File: src/rtl/rtc_alarm_pkg.sv
// Package: shared word indices, write-strobe bundle and identification bytes
// for the seconds-counter alarm peripheral. Assumes a 4 KB word-addressed window.
package rtc_alarm_pkg;

    // Word indices (byte offset / 4) of the programmer-visible words.
    localparam int unsigned IDX_COUNT   = 0;
    localparam int unsigned IDX_ALARM   = 1;
    localparam int unsigned IDX_PRESET  = 2;
    localparam int unsigned IDX_CTRL    = 3;
    localparam int unsigned IDX_ENABLE  = 4;
    localparam int unsigned IDX_RAW     = 5;
    localparam int unsigned IDX_GATED   = 6;
    localparam int unsigned IDX_ACK     = 7;
    // First word of the identification window (byte 0xFE0).
    localparam int unsigned IDX_ID_BASE = 'h3F8;
    localparam int unsigned ID_WORDS    = 8;

    // One-cycle write strobes decoded from a bus access.
    typedef struct packed {
        logic preset;
        logic alarm;
        logic enable;
        logic ack;
    } wr_strobe_t;

    // Identification byte for a slot of the ID window.
    function automatic logic [7:0] ident_byte(input logic [2:0] slot);
        logic [7:0] b;
        case (slot)
            3'd0:    b = 8'h31;
            3'd1:    b = 8'h10;
            3'd2:    b = 8'h14;
            3'd3:    b = 8'h00;
            3'd4:    b = 8'h0D;
            3'd5:    b = 8'hF0;
            3'd6:    b = 8'h05;
            default: b = 8'hB1;
        endcase
        return b;
    endfunction

endpackage

File: src/rtl/rtc_prescaler.sv
// Module: rtc_prescaler
// Divides the system clock into a single-cycle enable pulse once every
// TICK_DIV cycles. Assumes TICK_DIV >= 2. Synchronous active-low reset
// restarts the division from zero.
module rtc_prescaler #(
    parameter int unsigned TICK_DIV = 50_000_000
) (
    input  logic clk,
    input  logic rst_n,
    output logic tick
);
    localparam int unsigned PW = (TICK_DIV > 2) ? $clog2(TICK_DIV) : 1;
    localparam logic [PW-1:0] LAST = PW'(TICK_DIV - 1);

    logic [PW-1:0] phase_q;

    // Pulse on the final phase of each division period.
    assign tick = (phase_q == LAST);

    // Advance the phase, folding back to zero after the final phase.
    always_ff @(posedge clk) begin
        if (!rst_n) begin
            phase_q <= '0;
        end else if (tick) begin
            phase_q <= '0;
        end else begin
            phase_q <= phase_q + PW'(1);
        end
    end
endmodule

File: src/rtl/rtc_seconds_core.sv
// Module: rtc_seconds_core
// Holds the seconds count, the alarm value, the last preset and the sticky
// raw alarm bit. The alarm is compared on every tick and on every write to
// the alarm value or the preset, using the values those events produce.
// A set on the same edge as an acknowledge wins. Assumes strobes last one cycle.
module rtc_seconds_core #(
    parameter int unsigned DW = 32
) (
    input  logic          clk,
    input  logic          rst_n,
    input  logic          tick,
    input  logic          wr_preset,
    input  logic          wr_alarm,
    input  logic          wr_ack,
    input  logic [DW-1:0] wdata,
    output logic [DW-1:0] count,
    output logic [DW-1:0] alarm_val,
    output logic [DW-1:0] preset_val,
    output logic          raw
);
    logic [DW-1:0] count_nxt;
    logic [DW-1:0] alarm_nxt;
    logic          compare_now;
    logic          hit;

    // Next count: a preset overrides the tick increment.
    always_comb begin
        if (wr_preset) begin
            count_nxt = wdata;
        end else begin
            count_nxt = count + DW'(tick);
        end
    end

    // Next alarm value: replaced only by an alarm write.
    assign alarm_nxt   = wr_alarm ? wdata : alarm_val;
    // Compare only on events that can change either side.
    assign compare_now = tick | wr_preset | wr_alarm;
    assign hit         = compare_now && (count_nxt == alarm_nxt);

    // Count and alarm storage.
    always_ff @(posedge clk) begin
        if (!rst_n) begin
            count     <= '0;
            alarm_val <= '0;
        end else begin
            count     <= count_nxt;
            alarm_val <= alarm_nxt;
        end
    end

    // Remember the last preset written so it can be read back.
    always_ff @(posedge clk) begin
        if (!rst_n) begin
            preset_val <= '0;
        end else if (wr_preset) begin
            preset_val <= wdata;
        end
    end

    // Sticky raw alarm: set has priority over acknowledge.
    always_ff @(posedge clk) begin
        if (!rst_n) begin
            raw <= 1'b0;
        end else if (hit) begin
            raw <= 1'b1;
        end else if (wr_ack) begin
            raw <= 1'b0;
        end
    end
endmodule

File: src/rtl/rtc_bus_decode.sv
// Module: rtc_bus_decode
// Decodes APB-style accesses into one-cycle write strobes, holds the
// interrupt-enable bit and forms read data. Writes take effect on the access
// phase (psel & penable & pwrite). Read data is combinational and zero when
// no read is selected. Assumes AW >= 12 so the ID window fits.
module rtc_bus_decode
    import rtc_alarm_pkg::*;
#(
    parameter int unsigned AW = 12,
    parameter int unsigned DW = 32
) (
    input  logic          clk,
    input  logic          rst_n,
    input  logic          psel,
    input  logic          penable,
    input  logic          pwrite,
    input  logic [AW-1:0] paddr,
    input  logic [DW-1:0] pwdata,
    input  logic [DW-1:0] count,
    input  logic [DW-1:0] alarm_val,
    input  logic [DW-1:0] preset_val,
    input  logic          raw,
    output wr_strobe_t    strb,
    output logic          enable,
    output logic [DW-1:0] prdata
);
    localparam int unsigned WIDX = AW - 2;
    localparam logic [WIDX-1:0] W_COUNT  = WIDX'(IDX_COUNT);
    localparam logic [WIDX-1:0] W_ALARM  = WIDX'(IDX_ALARM);
    localparam logic [WIDX-1:0] W_PRESET = WIDX'(IDX_PRESET);
    localparam logic [WIDX-1:0] W_CTRL   = WIDX'(IDX_CTRL);
    localparam logic [WIDX-1:0] W_ENABLE = WIDX'(IDX_ENABLE);
    localparam logic [WIDX-1:0] W_RAW    = WIDX'(IDX_RAW);
    localparam logic [WIDX-1:0] W_GATED  = WIDX'(IDX_GATED);
    localparam logic [WIDX-1:0] W_ID_LO  = WIDX'(IDX_ID_BASE);
    localparam logic [WIDX-1:0] W_ID_HI  = WIDX'(IDX_ID_BASE + ID_WORDS - 1);
    localparam logic [WIDX-1:0] W_ACK    = WIDX'(IDX_ACK);

    logic [WIDX-1:0] word;
    logic            wr_access;
    logic            rd_select;
    logic            in_id;

    assign word      = paddr[AW-1:2];
    assign wr_access = psel & penable & pwrite;
    assign rd_select = psel & ~pwrite;
    assign in_id     = (word >= W_ID_LO) && (word <= W_ID_HI);

    // One-cycle write strobes; writes to read-only words produce none.
    always_comb begin
        strb.preset = wr_access && (word == W_PRESET);
        strb.alarm  = wr_access && (word == W_ALARM);
        strb.enable = wr_access && (word == W_ENABLE);
        strb.ack    = wr_access && (word == W_ACK);
    end

    // Interrupt enable keeps bit 0 of the write data only.
    always_ff @(posedge clk) begin
        if (!rst_n) begin
            enable <= 1'b0;
        end else if (strb.enable) begin
            enable <= pwdata[0];
        end
    end

    // Read data multiplexer; unknown and write-only words read as zero.
    always_comb begin
        prdata = '0;
        if (rd_select) begin
            if (in_id) begin
                prdata = DW'(ident_byte(word[2:0]));
            end else begin
                case (word)
                    W_COUNT:  prdata = count;
                    W_ALARM:  prdata = alarm_val;
                    W_PRESET: prdata = preset_val;
                    W_CTRL:   prdata = DW'(1);
                    W_ENABLE: prdata = DW'(enable);
                    W_RAW:    prdata = DW'(raw);
                    W_GATED:  prdata = DW'(raw & enable);
                    W_ACK:    prdata = '0;
                    default:  prdata = '0;
                endcase
            end
        end
    end
endmodule

File: src/rtl/rtc_alarm_top.sv
// Module: rtc_alarm_top
// Seconds counter with match alarm on an APB-style bus. Ties together the
// prescaler, the counter/alarm core and the bus decode, and drives the level
// interrupt as raw alarm AND enable. Assumes a single clock domain.
module rtc_alarm_top
    import rtc_alarm_pkg::*;
#(
    parameter int unsigned TICK_DIV = 50_000_000,
    parameter int unsigned AW       = 12,
    parameter int unsigned DW       = 32
) (
    input  logic          clk,
    input  logic          rst_n,
    input  logic          psel,
    input  logic          penable,
    input  logic          pwrite,
    input  logic [AW-1:0] paddr,
    input  logic [DW-1:0] pwdata,
    output logic [DW-1:0] prdata,
    output logic          irq
);
    logic          tick;
    wr_strobe_t    strb;
    logic          wr_preset;
    logic          wr_alarm;
    logic          wr_ack;
    logic [DW-1:0] count;
    logic [DW-1:0] alarm_val;
    logic [DW-1:0] preset_val;
    logic          raw;
    logic          enable;

    assign wr_preset = strb.preset;
    assign wr_alarm  = strb.alarm;
    assign wr_ack    = strb.ack;

    rtc_prescaler #(.TICK_DIV(TICK_DIV)) u_presc (
        .clk   (clk),
        .rst_n (rst_n),
        .tick  (tick)
    );

    rtc_seconds_core #(.DW(DW)) u_core (
        .clk        (clk),
        .rst_n      (rst_n),
        .tick       (tick),
        .wr_preset  (wr_preset),
        .wr_alarm   (wr_alarm),
        .wr_ack     (wr_ack),
        .wdata      (pwdata),
        .count      (count),
        .alarm_val  (alarm_val),
        .preset_val (preset_val),
        .raw        (raw)
    );

    rtc_bus_decode #(.AW(AW), .DW(DW)) u_dec (
        .clk        (clk),
        .rst_n      (rst_n),
        .psel       (psel),
        .penable    (penable),
        .pwrite     (pwrite),
        .paddr      (paddr),
        .pwdata     (pwdata),
        .count      (count),
        .alarm_val  (alarm_val),
        .preset_val (preset_val),
        .raw        (raw),
        .strb       (strb),
        .enable     (enable),
        .prdata     (prdata)
    );

    // Level interrupt: raw alarm gated by the enable bit.
    assign irq = raw & enable;
endmodule

File: config.mk
export PLATFORM = sky130hd
export DESIGN_NAME = rtc_alarm_top
export DESIGN_NICKNAME = d
export VERILOG_FILES = /design/src/rtl/rtc_alarm_pkg.sv /design/src/rtl/rtc_prescaler.sv /design/src/rtl/rtc_seconds_core.sv /design/src/rtl/rtc_bus_decode.sv /design/src/rtl/rtc_alarm_top.sv
export SDC_FILE = /design/constraint.sdc
export NUM_CORES = 1
export LEC_CHECK = 0
export ABC_AREA = 1
export BUFFER_PORTS_ARGS = -buffer_cell sky130_fd_sc_hd__buf_2
export CAP_MARGIN = 10
export CORE_MARGIN = 1.5
export CORE_UTILIZATION = 60
export DETAILED_ROUTE_END_ITERATION = 6
export GPL_TIMING_DRIVEN = 1
export PLACE_DENSITY = 0.82
export SKIP_LAST_GASP = 1
export SLEW_MARGIN = 15
export SYNTH_ARGS = -nofsm -noshare
export SYNTH_HDL_FRONTEND = slang
export SYNTH_HIERARCHICAL = 1
export SYNTH_SLANG_ARGS = --single-unit
File: constraint.sdc
create_clock -name clk -period 3.4 [get_ports clk]
set_input_delay 0.17 -clock clk [delete_from_list [all_inputs] [get_ports clk]]
set_output_delay 0.17 -clock clk [all_outputs]
set_load 0.005 [all_outputs]
Word-level counts from Yosys, hierarchy flattened
Cells that the tools add are included.
Widths: inputs -> output; s select.
{"block": "op_classes", "n_addsub": 2, "magnitude_cmp": 2, "n_eq_ne": 15, "mux": 8, "bitwise_logic": 9, "n_reduce_logical": 10}
{"operator": "$pmux 32 s7", "count": 1}
{"operator": "$mux 32", "count": 4}
{"operator": "$pmux 8 s7", "count": 1}
{"operator": "$eq 10x3->1 const B", "count": 4}
{"operator": "$add 32x1->32", "count": 1}
{"operator": "$eq 32x32->1", "count": 1}
{"operator": "$add 26x1->26 const B", "count": 1}
{"operator": "$eq 26x26->1 const B", "count": 1}
{"operator": "$eq 10x2->1 const B", "count": 2}
{"operator": "$eq 10x1->1 const B", "count": 1}
{"operator": "$ge 10x10->1 const B", "count": 1}
{"operator": "$le 10x10->1 const B", "count": 1}
{"operator": "$logic_not 10->1", "count": 1}
{"operator": "$eq 3x3->1 const B", "count": 3}
{"operator": "$eq 3x2->1 const B", "count": 2}
{"operator": "$logic_and 1x1->1", "count": 6}
{"operator": "$and 1x1->1", "count": 5}
{"operator": "$eq 3x1->1 const B", "count": 1}
{"operator": "$logic_not 3->1", "count": 1}
{"operator": "$mux 1", "count": 2}
{"operator": "$not 1->1", "count": 2}
{"operator": "$or 1x1->1", "count": 2}
{"operator": "$reduce_bool 2->1", "count": 1}
{"operator": "$reduce_or 2->1", "count": 1}
{"block": "word_totals", "reg_bits": 124}

Logic depth before layout (Yosys ltp)
{"block": "logic_depth", "word_depth": 7, "mapped_depth": 25, "mapped_depth_nobuf": 25}

Hierarchy
Netlist, hierarchy kept.
{"module": "rtc_seconds_core", "instances": 1, "cells_per_inst": 783, "area_each_um2": 5038.6, "seq_area_each_um2": 1941.9}
{"module": "rtc_prescaler", "instances": 1, "cells_per_inst": 212, "area_each_um2": 1396.3, "seq_area_each_um2": 520.5}
{"module": "rtc_bus_decode", "instances": 1, "cells_per_inst": 283, "area_each_um2": 1388.8, "seq_area_each_um2": 20.0}
{"module": "rtc_alarm_top", "instances": 1, "cells_per_inst": 2, "area_each_um2": 7.5, "seq_area_each_um2": 0.0}

Least setup slack after synthesis
No wires, ideal clock.
{"block": "synth_path", "kind": "reg-to-reg", "from": "register u_presc.phase_q[0]", "to": "register u_core.raw", "setup_time_ns": 0.067, "arrival_ns": 2.858, "required_ns": 3.333, "setup_slack_ns": 0.475, "path_stages_with_launch": 24, "n_path_buf": 0, "period_less_slack_ns": 2.925, "path_cell_list": "dfxtp_1 > ha_1 > nand2_2 > nor2_4 > nand2_4 > inv_1 > nand2_1 > nor4_1 > ha_1 > ha_1 > nand2_2 > nor2_4 > nand2_2 > nor2_4 > nand3_1 > nand3_2 > nand2_1 > nand2_1 > nand2_1 > nor2_1 > nand2_1 > nor2_1 > nand3_1 > a21oi_2"}
{"block": "synth_via", "elab_chain_cells": 6}
{"item": "start, declared", "line_no": "rtc_prescaler.sv:15", "text": "logic [PW-1:0] phase_q;"}
{"item": "start signal, assigned", "line_no": "rtc_prescaler.sv:27", "text": "phase_q <= phase_q + PW'(1);"}
{"item": "$eq 26x26->1 *", "line_no": "rtc_prescaler.sv:18", "text": "assign tick = (phase_q == LAST);"}
{"item": "via tick", "line_no": "rtc_alarm_top.sv:22", "text": "logic tick;"}
{"item": "$add 32x1->32", "line_no": "rtc_seconds_core.sv:31", "text": "count_nxt = count + DW'(tick);"}
{"item": "$mux 32", "line_no": "rtc_seconds_core.sv:28", "text": "if (wr_preset) begin"}
{"item": "$eq 32x32->1", "line_no": "rtc_seconds_core.sv:39", "text": "assign hit = compare_now && (count_nxt == alarm_nxt);"}
{"item": "$logic_and 1x1->1 *", "line_no": "rtc_seconds_core.sv:39"}
{"item": "$mux 1 or $reduce_bool 2->1 (tied branches)"}
{"item": "end signal, assigned", "line_no": "rtc_seconds_core.sv:64", "text": "raw <= 1'b0;"}
{"item": "end signal, assigned", "line_no": "rtc_seconds_core.sv:66", "text": "raw <= 1'b1;"}
{"item": "end signal, assigned", "line_no": "rtc_seconds_core.sv:68", "text": "raw <= 1'b0;"}
{"item": "end, declared", "line_no": "rtc_seconds_core.sv:19", "text": "output logic raw"}
Mark *: on every way through the listed nets, which the timed path passes. The rest lies on a longest branch.
A chain may end at the register's enable or synchronous reset.

Worst setup path after layout
{"block": "layout_path", "from": "register u_presc.phase_q[19]", "to": "register u_core.raw"}
The elaborated chain is that of the path after synthesis.

==> results.rst <==
.. list-table::
   :header-rows: 1

   * - Metric
     - Value
   * - Initial antenna violation count
     - 0
   * - End-of-flow core utilization
     - a little under three quarters
   * - Hold Path Sink
     - u_core/preset_val[19]
   * - # IOs
     - 82
   * - Clk root buf
     - clkbuf_16
   * - ANT nets after route
     - 0
   * - Most frequent cells in the layout
     - nand2_1 (332), nor2_1 (204), nand3_1 (200)
   * - Die Height
     - approximately 120 microns
   * - Routed length per placed instance
     - between 10 and 15 microns
   * - Required time worst endpoint
     - 3750 ps
   * - Startpoint of the worst register-to-register path
     - u_presc/phase_q[19]
   * - Synth-to-layout area growth
     - 15.8%
   * - Fin. Hold Viols
     - 0
   * - Number of buffers added by the clock tree synthesis step
     - 17
   * - Count of placed standard cells in the final layout, fillers left out
     - 1535
   * - Total gr overflow
     - 0
   * - Post-synthesis instance area
     - slightly below 0.008 sq mm
   * - Path class of the lowest-slack min-delay path
     - primary input to flip-flop
   * - Worst Tran Pin Value
     - 758 ps
   * - Syn Nets
     - between 1000 and 1500
   * - Worst clock skew
     - 10.8 ps
   * - Hold_sp
     - pwdata[19]
   * - Total power divided by cell area
     - roughly 380 mW/mm^2
   * - Headroom to the max-slew limit
     - approximately half
   * - Diode count
     - 0
   * - Clk Latency, worst-skew pair
     - about 420 ps
   * - Number of endpoints failing setup at the final stage
     - 0
   * - Maximum number of pins on one net before global-route repair
     - 67
   * - R2r endpoint
     - u_core/raw
   * - First-pass iteration count of the detailed router
     - 5
   * - Sum of routed wire length over all layers
     - 21.9 mm
   * - Worst hold path stage count
     - 3
   * - YS warnings
     - 6
   * - Die area
     - about 0.014 sq mm
   * - Placeable core region
     - around 0.013 sq mm
   * - First-pass GRT wire length
     - roughly 35 mm
   * - Placed cell count
     - about 1500
   * - Crit path launch type
     - flip-flop
   * - Data arrival time of the critical path
     - about 3700 ps
   * - Worst ir drop on vdd
     - about 370 uV
   * - GP Congestion
     - roughly 0.96
   * - Run status
     - finished, final reports clean
   * - Area used by multi-input combinational logic
     - between 0.004 and 0.005 sq mm
   * - Final net count
     - 1402
   * - Input/output buffers
     - 79
   * - Fraction of final layout cells sized beyond drive strength 1
     - ~17%
   * - Worst R2R Path Depth
     - 21
   * - Minimum clock period after layout
     - 3360 ps
   * - Total global routing track utilization
     - between 30% and 40%
   * - Leakage power
     - approximately 4.2 nW
   * - Final worst-path setup slack
     - roughly 36 ps
   * - Pre-CTS setup slack
     - roughly 110 ps
   * - Instance area after placement
     - roughly 0.0083 sq mm
   * - Total number of clock tree sinks
     - 124
   * - Die X-Extent
     - about 120 microns
   * - Final max-slew violation count
     - 0
   * - Site row count
     - between 40 and 50
   * - Max-cap check violation count
     - 0
   * - Endpoint kind of the worst setup timing path
     - flip-flop
   * - Highest clock rate
     - 297 MHz
   * - Avg Synthesized Cell Area
     - 6.12 sq um
   * - Worst setup path category
     - flip-flop to flip-flop
   * - Via count of the first global-routing pass
     - 7411
   * - Clk slew on worst S/H paths
     - 60 ps
   * - Half-perimeter wire length after placement
     - 14.1 mm
   * - Largest fanout of any net on the critical path
     - 6
   * - Starting Density
     - between 60% and 70%
   * - Via count
     - 8392
   * - Reg2reg setup slack
     - between 30 and 40 ps
   * - Total area of sequential cells
     - ~0.0025 sq mm
   * - CTS HTree Levels
     - 4
   * - Period Utilization, post-route
     - 98.9%
   * - Most frequent standard cell in the layout excluding fill and tap cells
     - nand2_1
   * - Number of DRC violations after detailed routing
     - 0
   * - First DRT Iteration DRCs
     - ~960
   * - Fill cell total of the finished layout
     - 1120
   * - Max clock buf depth
     - 2
   * - Final instance area
     - 0.00906 sq mm
   * - Beginning of the critical path
     - u_presc/phase_q[19]
   * - Synthesized instance count
     - roughly 1300
   * - CTS tree
     - done
   * - Via density per instance
     - ~5.5
cell type report:
class	instances	area share [%]
flip-flops and latches	124	27.5
inverters	137	5.68
well taps	172	2.38
repair buffers	101	6.45
multi-input cells	969	51.4
clock buffers	20	5.04
clock inverters	12	1.60
stage by stage:
step / TNS [ps] / hold slack, ps / total power [W]
finish: 0 / 16.6 / 0.00344
detailed placement: 0 / 427 / 0.00160
global route: -99.0 / 16.9 / 0.00353
global placement: 0 / 424 / 0.00160
floorplan: 0 / 291 / 0.00155
CTS: 0 / 4.70 / 0.00345
what timing repair did:
item                                    in CTS  in global routing
hold buffers                                 3                  0
endpoints found under the hold margin        3                  0
resized for setup                            0                 26
endpoints found under the setup margin       0                  1
buffers inserted                             0                  8
routing by layer:
metal	GRT usage [%]	wire [microns]
met1	42.5	9630
met2	53.7	10300
met3	6.75	1550
met4	10.9	439
met5	0	0
worst max-delay path by stage:
| stage | endpoint |
|---|---|
| 6_report | u_core/raw |
| 3_5_place_dp | u_core/raw |
| 3_3_place_gp | u_core/raw |
| 2_1_floorplan | u_core/raw |
| 5_1_grt | u_core/raw |
| 4_1_cts | u_core/raw |
flip-flops by register name (all words and copies together), names as in the netlist:
register and cells:
u_core/alarm_val 32, u_core/count 32, u_core/preset_val 32, u_presc/phase_q 26, u_core/raw 1, u_dec/enable 1
where the power goes:
group          total [W]  switching (W)  internal, W
combinational   0.000122      0.0000844    0.0000375
clock            0.00186       0.000674      0.00118
sequential       0.00146     0.00000318      0.00146
total            0.00344       0.000762      0.00268
critical path, cell delays in order (launching register included):
cell      delay, ps
dfxtp_1         380
inv_1            70
nor2_1          140
nand2_1         110
nor2_2          170
nand2_2          90
nor4_4          280
ha_2            290
ha_4            170
nand2_4          60
nor2_4          240
nand2_4         130
buf_6           140
o21bai_1        160
nand3_2         120
nand3b_1        100
nand2_1          50
nor2_1          120
nand3_1         130
nor2_1          100
nand3_1         110
a21oi_2         130
No activity file was read; power rests on OpenSTA's default activity.
